$ cat src/rtl/aux_pkg.sv
`timescale 1ns/1ps
package aux_pkg;
    localparam int WORD_W  = 32;
    localparam int N_WORDS = 5;
    localparam int N_BYTES = N_WORDS * 4;
    localparam int LEN_W   = 5;
    localparam int ADDR_W  = 3;

    localparam int B_SEND  = 31;
    localparam int B_DONE  = 30;
    localparam int B_IEN   = 29;
    localparam int B_TOERR = 28;
    localparam int B_RXERR = 25;

    typedef struct packed {
        logic             int_en;
        logic [1:0]       tmo_sel;
        logic [LEN_W-1:0] size;
        logic [3:0]       prechg;
        logic [10:0]      clkdiv;
    } ctl_cfg_t;

    typedef struct packed {
        logic busy;
        logic done;
        logic tmo_err;
        logic rx_err;
    } ctl_stat_t;

    function automatic ctl_cfg_t cfg_from_word(input logic [WORD_W-1:0] w);
        ctl_cfg_t c;
        c.int_en  = w[B_IEN];
        c.tmo_sel = w[27:26];
        c.size    = w[24:20];
        c.prechg  = w[19:16];
        c.clkdiv  = w[10:0];
        return c;
    endfunction

    function automatic logic [WORD_W-1:0] ctl_word(input ctl_cfg_t c, input ctl_stat_t s);
        logic [WORD_W-1:0] w;
        w          = '0;
        w[B_SEND]  = s.busy;
        w[B_DONE]  = s.done;
        w[B_IEN]   = c.int_en;
        w[B_TOERR] = s.tmo_err;
        w[27:26]   = c.tmo_sel;
        w[B_RXERR] = s.rx_err;
        w[24:20]   = c.size;
        w[19:16]   = c.prechg;
        w[10:0]    = c.clkdiv;
        return w;
    endfunction

    function automatic int max4(input int a, input int b, input int c, input int d);
        int m;
        m = a;
        if (b > m) m = b;
        if (c > m) m = c;
        if (d > m) m = d;
        return m;
    endfunction
endpackage

$ cat src/rtl/aux_ctl_core.sv
`timescale 1ns/1ps
module aux_ctl_core
    import aux_pkg::*;
(
    input  logic              clk,
    input  logic              rst,
    input  logic              ctl_we,
    input  logic [WORD_W-1:0] wdata,
    input  logic              rsp_fire,
    input  logic              rsp_err,
    input  logic [LEN_W-1:0]  rsp_len,
    input  logic              tmo_fire,
    output ctl_cfg_t          cfg,
    output ctl_stat_t         stat,
    output logic              irq
);
    logic unused_bits;
    assign unused_bits = ^wdata[15:11];

    always_ff @(posedge clk) begin
        if (rst) begin
            cfg  <= '0;
            stat <= '0;
            irq  <= 1'b0;
        end else if (stat.busy) begin
            if (rsp_fire) begin
                stat.busy   <= 1'b0;
                stat.done   <= 1'b1;
                stat.rx_err <= rsp_err;
                cfg.size    <= rsp_len;
                irq         <= cfg.int_en;
            end else if (tmo_fire) begin
                stat.busy    <= 1'b0;
                stat.done    <= 1'b1;
                stat.tmo_err <= 1'b1;
                irq          <= cfg.int_en;
            end
        end else if (ctl_we) begin
            cfg <= cfg_from_word(wdata);
            if (wdata[B_SEND]) begin
                stat <= '{busy: 1'b1, done: 1'b0, tmo_err: 1'b0, rx_err: 1'b0};
                irq  <= 1'b0;
            end else begin
                if (wdata[B_DONE]) begin
                    stat.done <= 1'b0;
                    irq       <= 1'b0;
                end
                if (wdata[B_TOERR]) stat.tmo_err <= 1'b0;
                if (wdata[B_RXERR]) stat.rx_err  <= 1'b0;
            end
        end
    end
endmodule

$ cat src/rtl/aux_tmo_timer.sv
`timescale 1ns/1ps
module aux_tmo_timer
    import aux_pkg::*;
#(
    parameter int TMO0 = 400,
    parameter int TMO1 = 600,
    parameter int TMO2 = 800,
    parameter int TMO3 = 1600
) (
    input  logic       clk,
    input  logic       rst,
    input  logic       busy,
    input  logic       tick,
    input  logic [1:0] sel,
    output logic       fire
);
    localparam int TMAX = max4(TMO0, TMO1, TMO2, TMO3);
    localparam int CW   = $clog2(TMAX + 1);

    logic [CW-1:0] cnt;
    logic [CW-1:0] limit;

    always_comb begin
        case (sel)
            2'd0:    limit = CW'(TMO0);
            2'd1:    limit = CW'(TMO1);
            2'd2:    limit = CW'(TMO2);
            default: limit = CW'(TMO3);
        endcase
    end

    assign fire = busy && tick && (cnt == limit - CW'(1));

    always_ff @(posedge clk) begin
        if (rst || !busy) cnt <= '0;
        else if (tick)    cnt <= cnt + CW'(1);
    end
endmodule

$ cat src/rtl/aux_data_bank.sv
`timescale 1ns/1ps
module aux_data_bank
    import aux_pkg::*;
#(
    parameter int NW = N_WORDS,
    parameter int AW = ADDR_W
) (
    input  logic              clk,
    input  logic              rst,
    input  logic              busy,
    input  logic              wr_en,
    input  logic [AW-1:0]     wr_idx,
    input  logic [WORD_W-1:0] wdata,
    input  logic              load,
    input  logic [NW*32-1:0]  rsp_bytes,
    output logic [NW*32-1:0]  words,
    output logic [NW*32-1:0]  req_bytes
);
    logic [NW*32-1:0] rsp_words;

    for (genvar k = 0; k < NW; k++) begin : g_word
        for (genvar j = 0; j < 4; j++) begin : g_lane
            assign req_bytes[8*(4*k+j) +: 8] = words[32*k + 24 - 8*j +: 8];
            assign rsp_words[32*k + 24 - 8*j +: 8] = rsp_bytes[8*(4*k+j) +: 8];
        end

        always_ff @(posedge clk) begin
            if (rst)
                words[32*k +: 32] <= '0;
            else if (load)
                words[32*k +: 32] <= rsp_words[32*k +: 32];
            else if (wr_en && !busy && wr_idx == AW'(k))
                words[32*k +: 32] <= wdata;
        end
    end
endmodule

$ cat src/rtl/aux_mutex.sv
`timescale 1ns/1ps
module aux_mutex (
    input  logic       clk,
    input  logic       rst,
    input  logic       we,
    input  logic [1:0] wbits,
    output logic       req,
    output logic       grant
);
    always_ff @(posedge clk) begin
        if (rst) begin
            req   <= 1'b0;
            grant <= 1'b0;
        end else if (we && !wbits[1] && wbits[0]) begin
            req   <= 1'b0;
            grant <= 1'b0;
        end else begin
            if (we)  req   <= wbits[1];
            if (req) grant <= 1'b1;
        end
    end
endmodule

$ cat src/rtl/aux_chan_regs.sv
`timescale 1ns/1ps
module aux_chan_regs
    import aux_pkg::*;
#(
    parameter int TMO0 = 400,
    parameter int TMO1 = 600,
    parameter int TMO2 = 800,
    parameter int TMO3 = 1600
) (
    input  logic                 clk,
    input  logic                 rst,
    input  logic                 host_we,
    input  logic [ADDR_W-1:0]    host_addr,
    input  logic [WORD_W-1:0]    host_wdata,
    output logic [WORD_W-1:0]    host_rdata,
    input  logic                 us_tick,
    output logic                 link_req,
    output logic [LEN_W-1:0]     link_req_len,
    output logic [N_BYTES*8-1:0] link_req_data,
    input  logic                 link_rsp_valid,
    input  logic                 link_rsp_err,
    input  logic [LEN_W-1:0]     link_rsp_len,
    input  logic [N_BYTES*8-1:0] link_rsp_data,
    output logic                 irq
);
    localparam logic [ADDR_W-1:0] A_CTL   = '0;
    localparam logic [ADDR_W-1:0] A_MUTEX = ADDR_W'(N_WORDS + 1);

    ctl_cfg_t          cfg;
    ctl_stat_t         stat;
    logic              busy_w, done_w, rsp_fire, tmo_fire;
    logic              ctl_we, data_we, mtx_we;
    logic [ADDR_W-1:0] data_idx;
    logic [N_BYTES*8-1:0] words;
    logic              mtx_req, mtx_grant;

    assign busy_w   = stat.busy;
    assign done_w   = stat.done;
    assign rsp_fire = busy_w && link_rsp_valid;
    assign ctl_we   = host_we && host_addr == A_CTL;
    assign mtx_we   = host_we && host_addr == A_MUTEX;
    assign data_we  = host_we && host_addr != A_CTL && host_addr < A_MUTEX;
    assign data_idx = host_addr - ADDR_W'(1);

    aux_ctl_core u_ctl (
        .clk(clk), .rst(rst), .ctl_we(ctl_we), .wdata(host_wdata),
        .rsp_fire(rsp_fire), .rsp_err(link_rsp_err), .rsp_len(link_rsp_len),
        .tmo_fire(tmo_fire), .cfg(cfg), .stat(stat), .irq(irq)
    );

    aux_tmo_timer #(.TMO0(TMO0), .TMO1(TMO1), .TMO2(TMO2), .TMO3(TMO3)) u_tmr (
        .clk(clk), .rst(rst), .busy(busy_w), .tick(us_tick),
        .sel(cfg.tmo_sel), .fire(tmo_fire)
    );

    aux_data_bank #(.NW(N_WORDS), .AW(ADDR_W)) u_data (
        .clk(clk), .rst(rst), .busy(busy_w), .wr_en(data_we), .wr_idx(data_idx),
        .wdata(host_wdata), .load(rsp_fire), .rsp_bytes(link_rsp_data),
        .words(words), .req_bytes(link_req_data)
    );

    aux_mutex u_mtx (
        .clk(clk), .rst(rst), .we(mtx_we), .wbits(host_wdata[31:30]),
        .req(mtx_req), .grant(mtx_grant)
    );

    assign link_req     = busy_w;
    assign link_req_len = cfg.size;

    always_comb begin
        host_rdata = '0;
        if (host_addr == A_CTL)   host_rdata = ctl_word(cfg, stat);
        if (host_addr == A_MUTEX) host_rdata = {mtx_req, mtx_grant, 30'b0};
        for (int k = 0; k < N_WORDS; k++)
            if (host_addr == ADDR_W'(k + 1)) host_rdata = words[32*k +: 32];
    end
endmodule

$ cat config.mk
export PLATFORM = sky130hd
export DESIGN_NAME = aux_chan_regs
export DESIGN_NICKNAME = d
export VERILOG_FILES = /design/src/rtl/aux_pkg.sv /design/src/rtl/aux_ctl_core.sv /design/src/rtl/aux_tmo_timer.sv /design/src/rtl/aux_data_bank.sv /design/src/rtl/aux_mutex.sv /design/src/rtl/aux_chan_regs.sv
export SDC_FILE = /design/constraint.sdc
export NUM_CORES = 1
export LEC_CHECK = 0
export BUFFER_PORTS_ARGS = -buffer_cell sky130_fd_sc_hd__buf_2
export CELL_PAD_IN_SITES_DETAIL_PLACEMENT = 0
export CELL_PAD_IN_SITES_GLOBAL_PLACEMENT = 2
export CORE_AREA = 4 4 135 266
export CTS_CLUSTER_DIAMETER = 150
export DETAILED_ROUTE_END_ITERATION = 8
export DIE_AREA = 0 0 139 270
export PLACE_DENSITY_LB_ADDON = 0.1
export SYNTH_ARGS = -nofsm -noshare
export SYNTH_HDL_FRONTEND = slang
export SYNTH_SLANG_ARGS = --single-unit
$ cat constraint.sdc
create_clock -name clk -period 2.6 [get_ports clk]
set_input_delay 0.13 -clock clk [delete_from_list [all_inputs] [get_ports clk]]
set_output_delay 0.13 -clock clk [all_outputs]
set_load 0.01 [all_outputs]
==> results of run 1 <==
-- layer usage --
layer  vias to the layer above  GRT usage  part of all wire
met3                        71     0.0354             0.044
met4                         0     0.0784             0.033
met1                      5206      0.241              0.36
met2                       292      0.455              0.56
li1                       5239          -                 -
met5                         -          0                 0
-- final timing paths --
path                                      from                    end  cells after the start
worst max-delay path             u_ctl.stat[3]  u_data.req_bytes[111]                      6
worst max register to register   u_ctl.stat[3]  u_data.req_bytes[111]                      6
worst min register to register    u_ctl.cfg[3]           u_ctl.cfg[3]                      2
worst min-delay path            host_wdata[30]   u_data.req_bytes[70]                      3
-- logic make-up after synthesis --
group	Yosys count	share of synthesized area
muxes	229	0.247
xor gates and xnor gates	10	0.00845
buffers and inverters	130	0.0663
AOI/OAI and AO/OA	251	0.172
DFF	201	0.388
adders and majority gates	2	0.00241
and+or+nand+nor	282	0.115
-- where the power goes --
part	switching [mW]	internal, mW
registers	0.0635	3.16
clock network	1.37	1.94
logic	0.531	0.588
total	1.96	5.68
-- through the flow --
stage | worst slack, ps | utilization | power [mW] | hold WS (ps)
final | 223 | 0.475 | 7.64 | 31.3
after global placement | 461 | 0.377 | 4.14 | 417
after detailed placement | 363 | 0.377 | 4.14 | 421
after CTS | 34.8 | 0.474 | 7.76 | 0.806
after floorplan | 798 | - | 3.70 | 266
after global routing | 96.4 | 0.475 | 7.95 | 14.7
-- state kept, by name, summed over array words and instances, names as in the netlist --
| register | cells |
|---|---|
| u_ctl.irq | 1 |
| u_tmr.cnt | 11 |
| u_ctl.stat | 4 |
| u_data.req_bytes | 160 |
| u_mtx.grant | 1 |
| u_ctl.cfg | 23 |
| u_mtx.req | 1 |
-- timing repair --
| action | 4_1_cts | 5_1_grt |
|---|---|---|
| buffers inserted | 0 | 1 |
| endpoints found under the setup margin | 0 | 24 |
| hold buffers | 254 | 0 |
| gates resized for setup | 0 | 1 |
| hold endpoints to repair | 189 | 0 |
-- area by class of cell --
type / count / area [µm²] / area share
multi-input combinational: 774 / 5670 / 0.354
timing repair buffer: 692 / 4950 / 0.309
sequential: 201 / 4030 / 0.251
clock buffer: 34 / 657 / 0.0410
tap: 436 / 546 / 0.0340
inverter: 23 / 86.3 / 0.00539
clock inverter: 4 / 76.3 / 0.00476
antenna: 4 / 10.0 / 0.000625
-- placed cells by master, fill, tap and decap left out, types with 6 or more instances in the layout --
cell,n
buf_2,402
dlygate4sd3_1,254
mux2i_1,201
dfxtp_1,200
nor2_1,188
a211oi_1,159
nand2_1,56
a21oi_1,38
o22ai_1,25
buf_4,25
inv_1,23
clkbuf_16,23
mux4_2,21
a22oi_1,10
buf_12,10
mux2_2,7
clkbuf_1,7
o221ai_1,6
nand3_1,6
xnor2_1,6
-- tightest hold or removal path, cell delays in order --
cell      delay [ps]
buf_2            160
mux2i_1          130
a211oi_1          80
-- cell usage after synthesis (all sizes together), types with 7 or more instances --
master,count,share of area
nand3,7,0.0039
a21oi,38,0.018
a211oi,160,0.12
clkbuf,68,0.025
buf,39,0.033
nand2,59,0.022
o22ai,25,0.015
inv,23,0.0083
mux2i,201,0.19
mux2,7,0.0076
mux4,21,0.046
a22oi,10,0.0072
nor2,189,0.070
dfxtp,201,0.39
==> results.py, run 1 <==
metrics = {
    "cts": {
        "clk_path_buf_depth": 3,
        "path_clk_slew_ps": 70,
        "h-tree-depth": 1,
        "cts_tree": "done",
        "cts_buffers": 22,
        "clock_latency_ps": 520,
        "clkSinkCount": 201,
        "root_buffer": "clkbuf_16",
    },
    "setup_path": {
        "cp_max_fo": 16,
        "crit_chain": "and2b_1 -> and3_2 -> buf_4 -> mux2i_1 -> a211oi_1 -> dlygate4sd3_1",
        "cp_slowest_cell": "dlygate4sd3_1",
        "rrSetupSlack_ps": 220,
        "max_stage_delay_ps": 580,
        "worstSetupPathType": "register to register",
        "critPathTopFamily": "buffers and inverters",
        "critical_path_buf_inv_count": 2,
        "cp.required_ps": 3010,
        "start_kind": "register",
        "cp.arrival_ps": 2790,
        "critPathCaptureType": "register",
    },
    "sta": {
        "rsz0062_at_grt": "no",
        "fmax_mhz": 421,
        "tns_ps": 0,
        "worstMarginPinSlew_ps": 772,
        "fin_worst_skew_ps": 10.2,
        "slew_viol_final": 0,
        "hold_violations": 0,
        "fin_crit_sh": 0.914,
        "setup_viol": 0,
        "maxSlewHeadroom": 0.485,
        "fin_crit_ps": 2380,
    },
    "run_status": {
        "status": "completed",
    },
    "detailed_routing": {
        "wl_per_cell_um": 20.7,
        "viasPerCell": 4.99,
        "antenna_left": 0,
        "drcViolationCount": 0,
        "vias": 10808,
        "first_iter_violations": 314,
        "wirelength_mm": 44.8,
        "drt_pass1_iterations": 5,
    },
    "placement": {
        "place.gp.congestion": 0.772,
        "io_buffers": 404,
        "dpl.hpwl_mm": 31.5,
        "dpl_cell_area_um2": 12700,
        "dp_cells": 1871,
    },
    "die": {
        "core_um2": 33800,
        "core.rowCount": 95,
        "die_h_um": 270,
        "ios": 405,
        "start_util": 0.307,
        "die_area_um2": 37500,
        "die_width_um": 139,
    },
    "synthesis": {
        "ys_types": 48,
        "yosys_warnings": 0,
        "synth_edf_count": 0,
        "synth-seq-cells": 201,
        "synth.avg_cell_area_um2": 9.38,
        "synth_nets": 1313,
        "yosysSeqAreaShare": 0.388,
        "syn_area_um2": 10400,
        "netlist_instances": 1105,
        "async_reset_ff_frac": 0,
        "synth_ff_type": "dfxtp_1",
    },
    "worst_hold_path": {
        "hp-class": "primary input to register",
    },
    "global_route": {
        "track_usage": 0.230,
        "grt_antenna_before_repair": 4,
        "grt_pass1_wl_mm": 68.5,
        "grt_pass1_vias": 11640,
        "grt_overflow_total": 0,
        "grt_start_max_net_pins": 78,
    },
    "cells_and_area": {
        "drive_gt1_frac": 0.294,
        "syn_to_final_growth_pct": 54.6,
        "finalNonFillerCells": 2168,
        "n_fill_cell": 3372,
        "fin_nets": 1922,
        "final_area_um2": 16000,
    },
    "power_and_ir_drop": {
        "irDropWorstVdd_uv": 469,
        "p_leak_nw": 7.51,
        "powerDensity_nw_per_um2": 477,
    },
    "flow_run": {
        "maxCapViolCount": 0,
    },
}
(Power assumes the default switching activity.)
==> run 2: changes to the inputs <==
- CTS_BUF_LIST: default -> sky130_fd_sc_hd__clkbuf_8
- PLACE_DENSITY: default -> 0.87
- PLACE_DENSITY_LB_ADDON: 0.1 -> default
==> results.py, run 2 (synthesis gave the netlist of run 1 again) <==
metrics = {
    "cells_and_area": {
        "syn_to_final_growth_pct": 61.0,
        "fin_nets": 2007,
        "drive_gt1_frac": 0.286,
        "fin_util": 0.494,
        "final_common_cell": "buf_2",
        "final_cell_mix": "buf_2 (402), dlygate4sd3_1 (329), mux2i_1 (201), dfxtp_1 (201), nor2_1 (188)",
        "multiInputGateArea_um2": 5670,
        "seq_area_um2": 4020,
        "n_fill_cell": 3267,
        "largest_register_ff_count": 160,
    },
    "placement": {
        "place.gp.congestion": 0.880,
        "io_buffers": 404,
        "place_ws_ps": 414,
        "dpl.hpwl_mm": 31.1,
    },
    "global_route": {
        "track_usage": 0.237,
        "busiest_layer": "met2",
        "grt_use_met2": 0.439,
        "grt_pass1_wl_mm": 70.6,
        "grt_pass1_vias": 12413,
        "grt_use_met3": 0.0370,
        "grt_util_met1": 0.251,
        "grt_antenna_before_repair": 8,
        "grt_overflow_total": 0,
        "grt_start_max_net_pins": 118,
    },
    "sta": {
        "fin_ws_ps": 101,
        "maxSlewHeadroom": 0.485,
        "tns_ps": 0,
        "rsz0062_at_grt": "no",
        "fmax_mhz": 400,
        "worstMarginPinSlew_ps": 772,
        "hold_violations": 0,
        "slew_viol_final": 0,
        "fin_crit_ps": 2500,
        "fin_crit_sh": 0.961,
        "fin_worst_skew_ps": 26.3,
        "setup_viol": 0,
    },
    "die": {
        "start_util": 0.307,
        "die_area_um2": 37500,
        "die_h_um": 270,
        "core_um2": 33800,
        "core.rowCount": 95,
        "ios": 405,
        "die_width_um": 139,
    },
    "run_status": {
        "status": "completed",
    },
    "setup_path": {
        "reg2regPathDepth": 6,
        "start_kind": "register",
        "critical_path_buf_inv_count": 2,
        "critPathTopFamily": "buffers and inverters",
        "rrSetupSlack_ps": 100,
        "cp.required_ps": 3020,
        "reg2reg_from": "u_ctl.stat[3]",
        "path_depth": 6,
        "worstSetupPathType": "register to register",
        "r2r_end": "u_data.req_bytes[116]",
        "cp_slowest_cell": "dlygate4sd3_1",
        "cp_max_fo": 13,
        "cp.arrival_ps": 2910,
        "max_stage_delay_ps": 600,
        "crit_chain": "and2b_1 -> and3_2 -> buf_12 -> mux2i_1 -> a211oi_1 -> dlygate4sd3_1",
        "critPathCaptureType": "register",
    },
    "power_and_ir_drop": {
        "p_clk_frac": 0.407,
        "switchingPower_mw": 2.03,
        "irDropWorstVdd_uv": 295,
        "powerDensity_nw_per_um2": 444,
        "total_power_mw": 7.41,
        "p_comb_frac": 0.158,
        "p_leak_nw": 8.05,
        "p_int_mw": 5.38,
        "switching_share": 0.273,
        "power_frac_seq": 0.435,
    },
    "cts": {
        "path_clk_slew_ps": 70,
        "cts_setup_buffers": 0,
        "ctsResizeCount": 0,
        "cts_tree": "done",
        "h-tree-depth": 2,
        "root_buffer": "clkbuf_8",
        "clock_latency_ps": 550,
        "holdBufCountCts": 329,
        "cts_buffers": 35,
        "clk_path_buf_depth": 3,
        "clkSinkCount": 201,
    },
    "worst_hold_path": {
        "hold_end": "u_data.req_bytes[6]",
        "min_from": "host_wdata[30]",
        "hp-class": "primary input to register",
        "whs_path_depth": 3,
    },
    "detailed_routing": {
        "wl_per_cell_um": 20.4,
        "wirelength_mm": 46.2,
        "first_iter_violations": 618,
        "antenna_left": 0,
        "vias": 11507,
        "drcViolationCount": 0,
        "viasPerCell": 5.08,
        "drt_pass1_iterations": 7,
    },
    "flow_run": {
        "maxCapViolCount": 0,
    },
}
## run 2: cell count changes in the layout (fill, tap and decap cells not counted), sizes merged
cell         change
buf              -3
clkbuf           +6
clkinv           +2
clkinvlp         +1
diode            +4
dlygate4sd3     +75
inv             +11
## run 2: metal layers
layer  share of wire  wire [µm]
met5               0          0
met4           0.058       2690
met3           0.050       2290
met2            0.53      24500
met1            0.36      16700
## run 2: power groups by stage
stage | sequential, mW | combinational [mW] | clock [mW]
after floorplan | 3.31 | 0.390 | 0
after global placement | 3.29 | 0.847 | 0
after detailed placement | 3.29 | 0.850 | 0
after CTS | 3.22 | 1.16 | 3.10
after global routing | 3.23 | 1.25 | 3.20
final | 3.22 | 1.17 | 3.02
## run 2: worst min-delay path, stage by stage
cell	delay [ps]
buf_2	170
mux2i_1	150
a211oi_1	80
## run 2: worst max path at each step
stage | from | endpoint | slack (ps)
finish | u_ctl.stat[3] | u_data.req_bytes[116] | 100
global route | u_ctl.stat[3] | u_data.req_bytes[116] | 9
CTS | u_ctl.stat[3] | u_data.req_bytes[116] | 130
detailed placement | host_addr[0] | u_data.req_bytes[88] | 410
global placement | host_addr[0] | u_data.req_bytes[67] | 470
floorplan | host_addr[1] | u_data.req_bytes[39] | 800
## run 2: final cells by class
class                      instances  area share
multi-input combinational        774       0.340
timing repair buffer             764       0.339
sequential                       201       0.241
clock buffer                      40      0.0330
tap                              436      0.0327
clock inverter                    18     0.00810
inverter                          23     0.00517
antenna                            8     0.00120
## run 2: metrics by stage
step	cell area, µm²	hold slack [ps]	cells
finish	16700	44.3	2264
global route	16700	56.3	2264
CTS	16700	12.9	2256
detailed placement	12700	424	1869
global placement	12700	419	1869
floorplan	10400	266	1105
==> run 3: changes to the inputs <==
- ABC_AREA: default -> 1
- CORE_AREA: 4 4 135 266 -> 4 4 151 298
- CTS_BUF_LIST: sky130_fd_sc_hd__clkbuf_8 -> sky130_fd_sc_hd__clkbuf_2 sky130_fd_sc_hd__clkbuf_4 sky130_fd_sc_hd__clkbuf_8
- DIE_AREA: 0 0 139 270 -> 0 0 155 302
- PLACE_DENSITY: 0.87 -> 0.78
- clock period: 2.6 -> 2.2 ns (I/O delays scaled with it)
==> results.py, run 3 <==
metrics = {
    "run_status": {
        "status": "completed",
    },
    "setup_path": {
        "cp_slowest_cell": "dlygate4sd3_1",
        "cp.required_ps": 2690,
        "critPathCaptureType": "register",
        "cp.arrival_ps": 2520,
        "max_stage_delay_ps": 560,
        "cp_common_cell": "buf_4",
        "critical_path_buf_inv_count": 3,
        "cp_max_fo": 13,
        "critPathTopFamily": "buffers and inverters",
        "start_kind": "register",
        "crit_chain": "buf_4 -> nand2_4 -> nand2_2 -> buf_4 -> nand2_1 -> a31oi_1 -> dlygate4sd3_1",
        "worstSetupPathType": "register to register",
    },
    "synthesis": {
        "synth_ff_type": "dfxtp_1",
        "synth_nets": 1632,
        "synth-seq-cells": 201,
        "yosys_warnings": 0,
        "yosysSeqAreaShare": 0.416,
        "async_reset_ff_frac": 0,
        "ys_types": 32,
        "synth_edf_count": 0,
        "synth.largest_area_cell": "dfxtp_1",
        "yosysMostFrequentCell": "nand2_1",
        "synth_common_cells": "nand2_1 (547), dfxtp_1 (201), a31oi_1 (143), nand3_1 (106), nor2_1 (66)",
        "yosysTopAreaCellShare": 0.416,
        "synth.avg_cell_area_um2": 6.80,
        "syn_area_um2": 9680,
        "synth_area_leaders": "dfxtp_1 (42%), nand2_1 (21%), a31oi_1 (9.2%)",
        "netlist_instances": 1424,
    },
    "sta": {
        "slew_viol_final": 0,
        "maxSlewHeadroom": 0.529,
        "fin_crit_sh": 0.926,
        "setup_viol": 0,
        "fin_worst_skew_ps": 23.1,
        "fin_ws_ps": 163,
        "tns_ps": 0,
        "rsz0062_at_grt": "no",
        "hold_violations": 0,
        "fin_crit_ps": 2040,
        "fmax_mhz": 491,
        "worstMarginPinSlew_ps": 707,
    },
    "cells_and_area": {
        "drive_gt1_frac": 0.264,
        "n_fill_cell": 4599,
        "final_cell_mix": "nand2_1 (542), buf_2 (403), dlygate4sd3_1 (207), dfxtp_1 (200), a31oi_1 (143)",
        "syn_to_final_growth_pct": 57.6,
        "largest_register_ff_count": 160,
        "fin_nets": 2221,
        "fin_util": 0.357,
        "final_area_um2": 15300,
        "final_common_cell": "nand2_1",
    },
    "power_and_ir_drop": {
        "p_leak_nw": 6.70,
        "powerDensity_nw_per_um2": 583,
        "total_power_mw": 8.90,
        "irDropWorstVdd_uv": 369,
    },
    "die": {
        "die_h_um": 302,
        "start_util": 0.227,
        "core_um2": 42700,
        "die_width_um": 155,
        "ios": 405,
        "core.rowCount": 107,
        "die_area_um2": 46800,
    },
    "detailed_routing": {
        "vias": 12779,
        "wl_per_cell_um": 21.6,
        "antenna_left": 0,
        "viasPerCell": 4.95,
        "first_iter_violations": 993,
        "drt_pass1_iterations": 5,
        "wirelength_mm": 55.7,
        "drcViolationCount": 0,
    },
    "placement": {
        "dpl_cell_area_um2": 12400,
        "place.gp.congestion": 0.883,
        "place_ws_ps": 225,
        "io_buffers": 404,
        "dpl.hpwl_mm": 39.9,
    },
    "flow_run": {
        "maxCapViolCount": 0,
    },
    "global_route": {
        "grt_start_max_net_pins": 60,
        "track_usage": 0.226,
        "grt_pass1_wl_mm": 80.8,
        "grt_antenna_before_repair": 7,
        "grt_overflow_total": 0,
        "grt_pass1_vias": 12882,
    },
    "cts": {
        "clk_path_buf_depth": 3,
        "clkSinkCount": 201,
        "clock_latency_ps": 540,
        "cts_tree": "done",
        "root_buffer": "clkbuf_8",
        "path_clk_slew_ps": 70,
        "cts_buffers": 35,
        "h-tree-depth": 2,
    },
    "worst_hold_path": {
        "hp-class": "primary input to register",
    },
}
run 3: kinds of logic (layout without fill, tap and decap cells):
kind of cell,count (synthesis),after routing,synth area share
and+or+nand+nor,750,750,0.316
AOI/OAI and AO/OA,295,295,0.189
DFF,201,201,0.416
buffers and inverters,176,785,0.0773
adders and majority gates,2,2,0.00258
other,0,6,0
run 3: cell type report:
cell class / instances / area, µm² / area share
Antenna cell: 6 / 15.0 / 0.000984
Clock buffer: 54 / 668 / 0.0438
Clock inverter: 3 / 40.0 / 0.00262
Inverter: 68 / 260 / 0.0171
Multi-Input combinational cell: 1047 / 4950 / 0.324
Sequential cell: 201 / 4030 / 0.264
Tap cell: 545 / 682 / 0.0447
Timing Repair Buffer: 660 / 4620 / 0.303
run 3: timing repair:
item / CTS / global route
setup endpoints to repair: 0 / 2
hold buffers: 207 / 0
hold endpoints to repair: 193 / 0
resized for setup: 0 / 2
buffers inserted: 0 / 0
run 3: metrics by stage:
stage | hold slack (ps) | cells
detailed placement | 362 | 2313
global placement | 355 | 2313
finish | 62.8 | 2584
global route | 49.6 | 2583
CTS | 16.1 | 2577
floorplan | 245 | 1424
run 3: tightest hold or removal path, delay by kind of cell:
| family | cells | cell delay [ps] |
|---|---|---|
| compound gates | 2 | 280 |
| buf+inv | 1 | 120 |
| simple gates | 1 | 50 |
run 3: worst paths after layout:
path | start | to | slack [ps] | cells after the start
min reg2reg | u_ctl.stat[2] | u_ctl.stat[2] | 460 | 2
max | u_ctl.stat[3] | u_data.req_bytes[0] | 160 | 7
min | host_wdata[25] | u_ctl.stat[0] | 60 | 4
max reg2reg | u_ctl.stat[3] | u_data.req_bytes[0] | 160 | 7
run 3: per-layer routing:
metal | track usage | vias to the layer above | part of all wire
met2 | 0.419 | 617 | 0.52
li1 | - | 5996 | -
met3 | 0.0325 | 157 | 0.060
met1 | 0.254 | 6007 | 0.37
met5 | 0 | - | 0.00027
met4 | 0.0970 | 2 | 0.047
run 3: power by group:
group	leakage (nW)	internal (mW)	switching [mW]	total, mW
logic	4.70	0.613	0.728	1.34
registers	1.63	3.75	0.0936	3.84
clock network	0.379	2.03	1.68	3.72
total	6.70	6.40	2.50	8.90
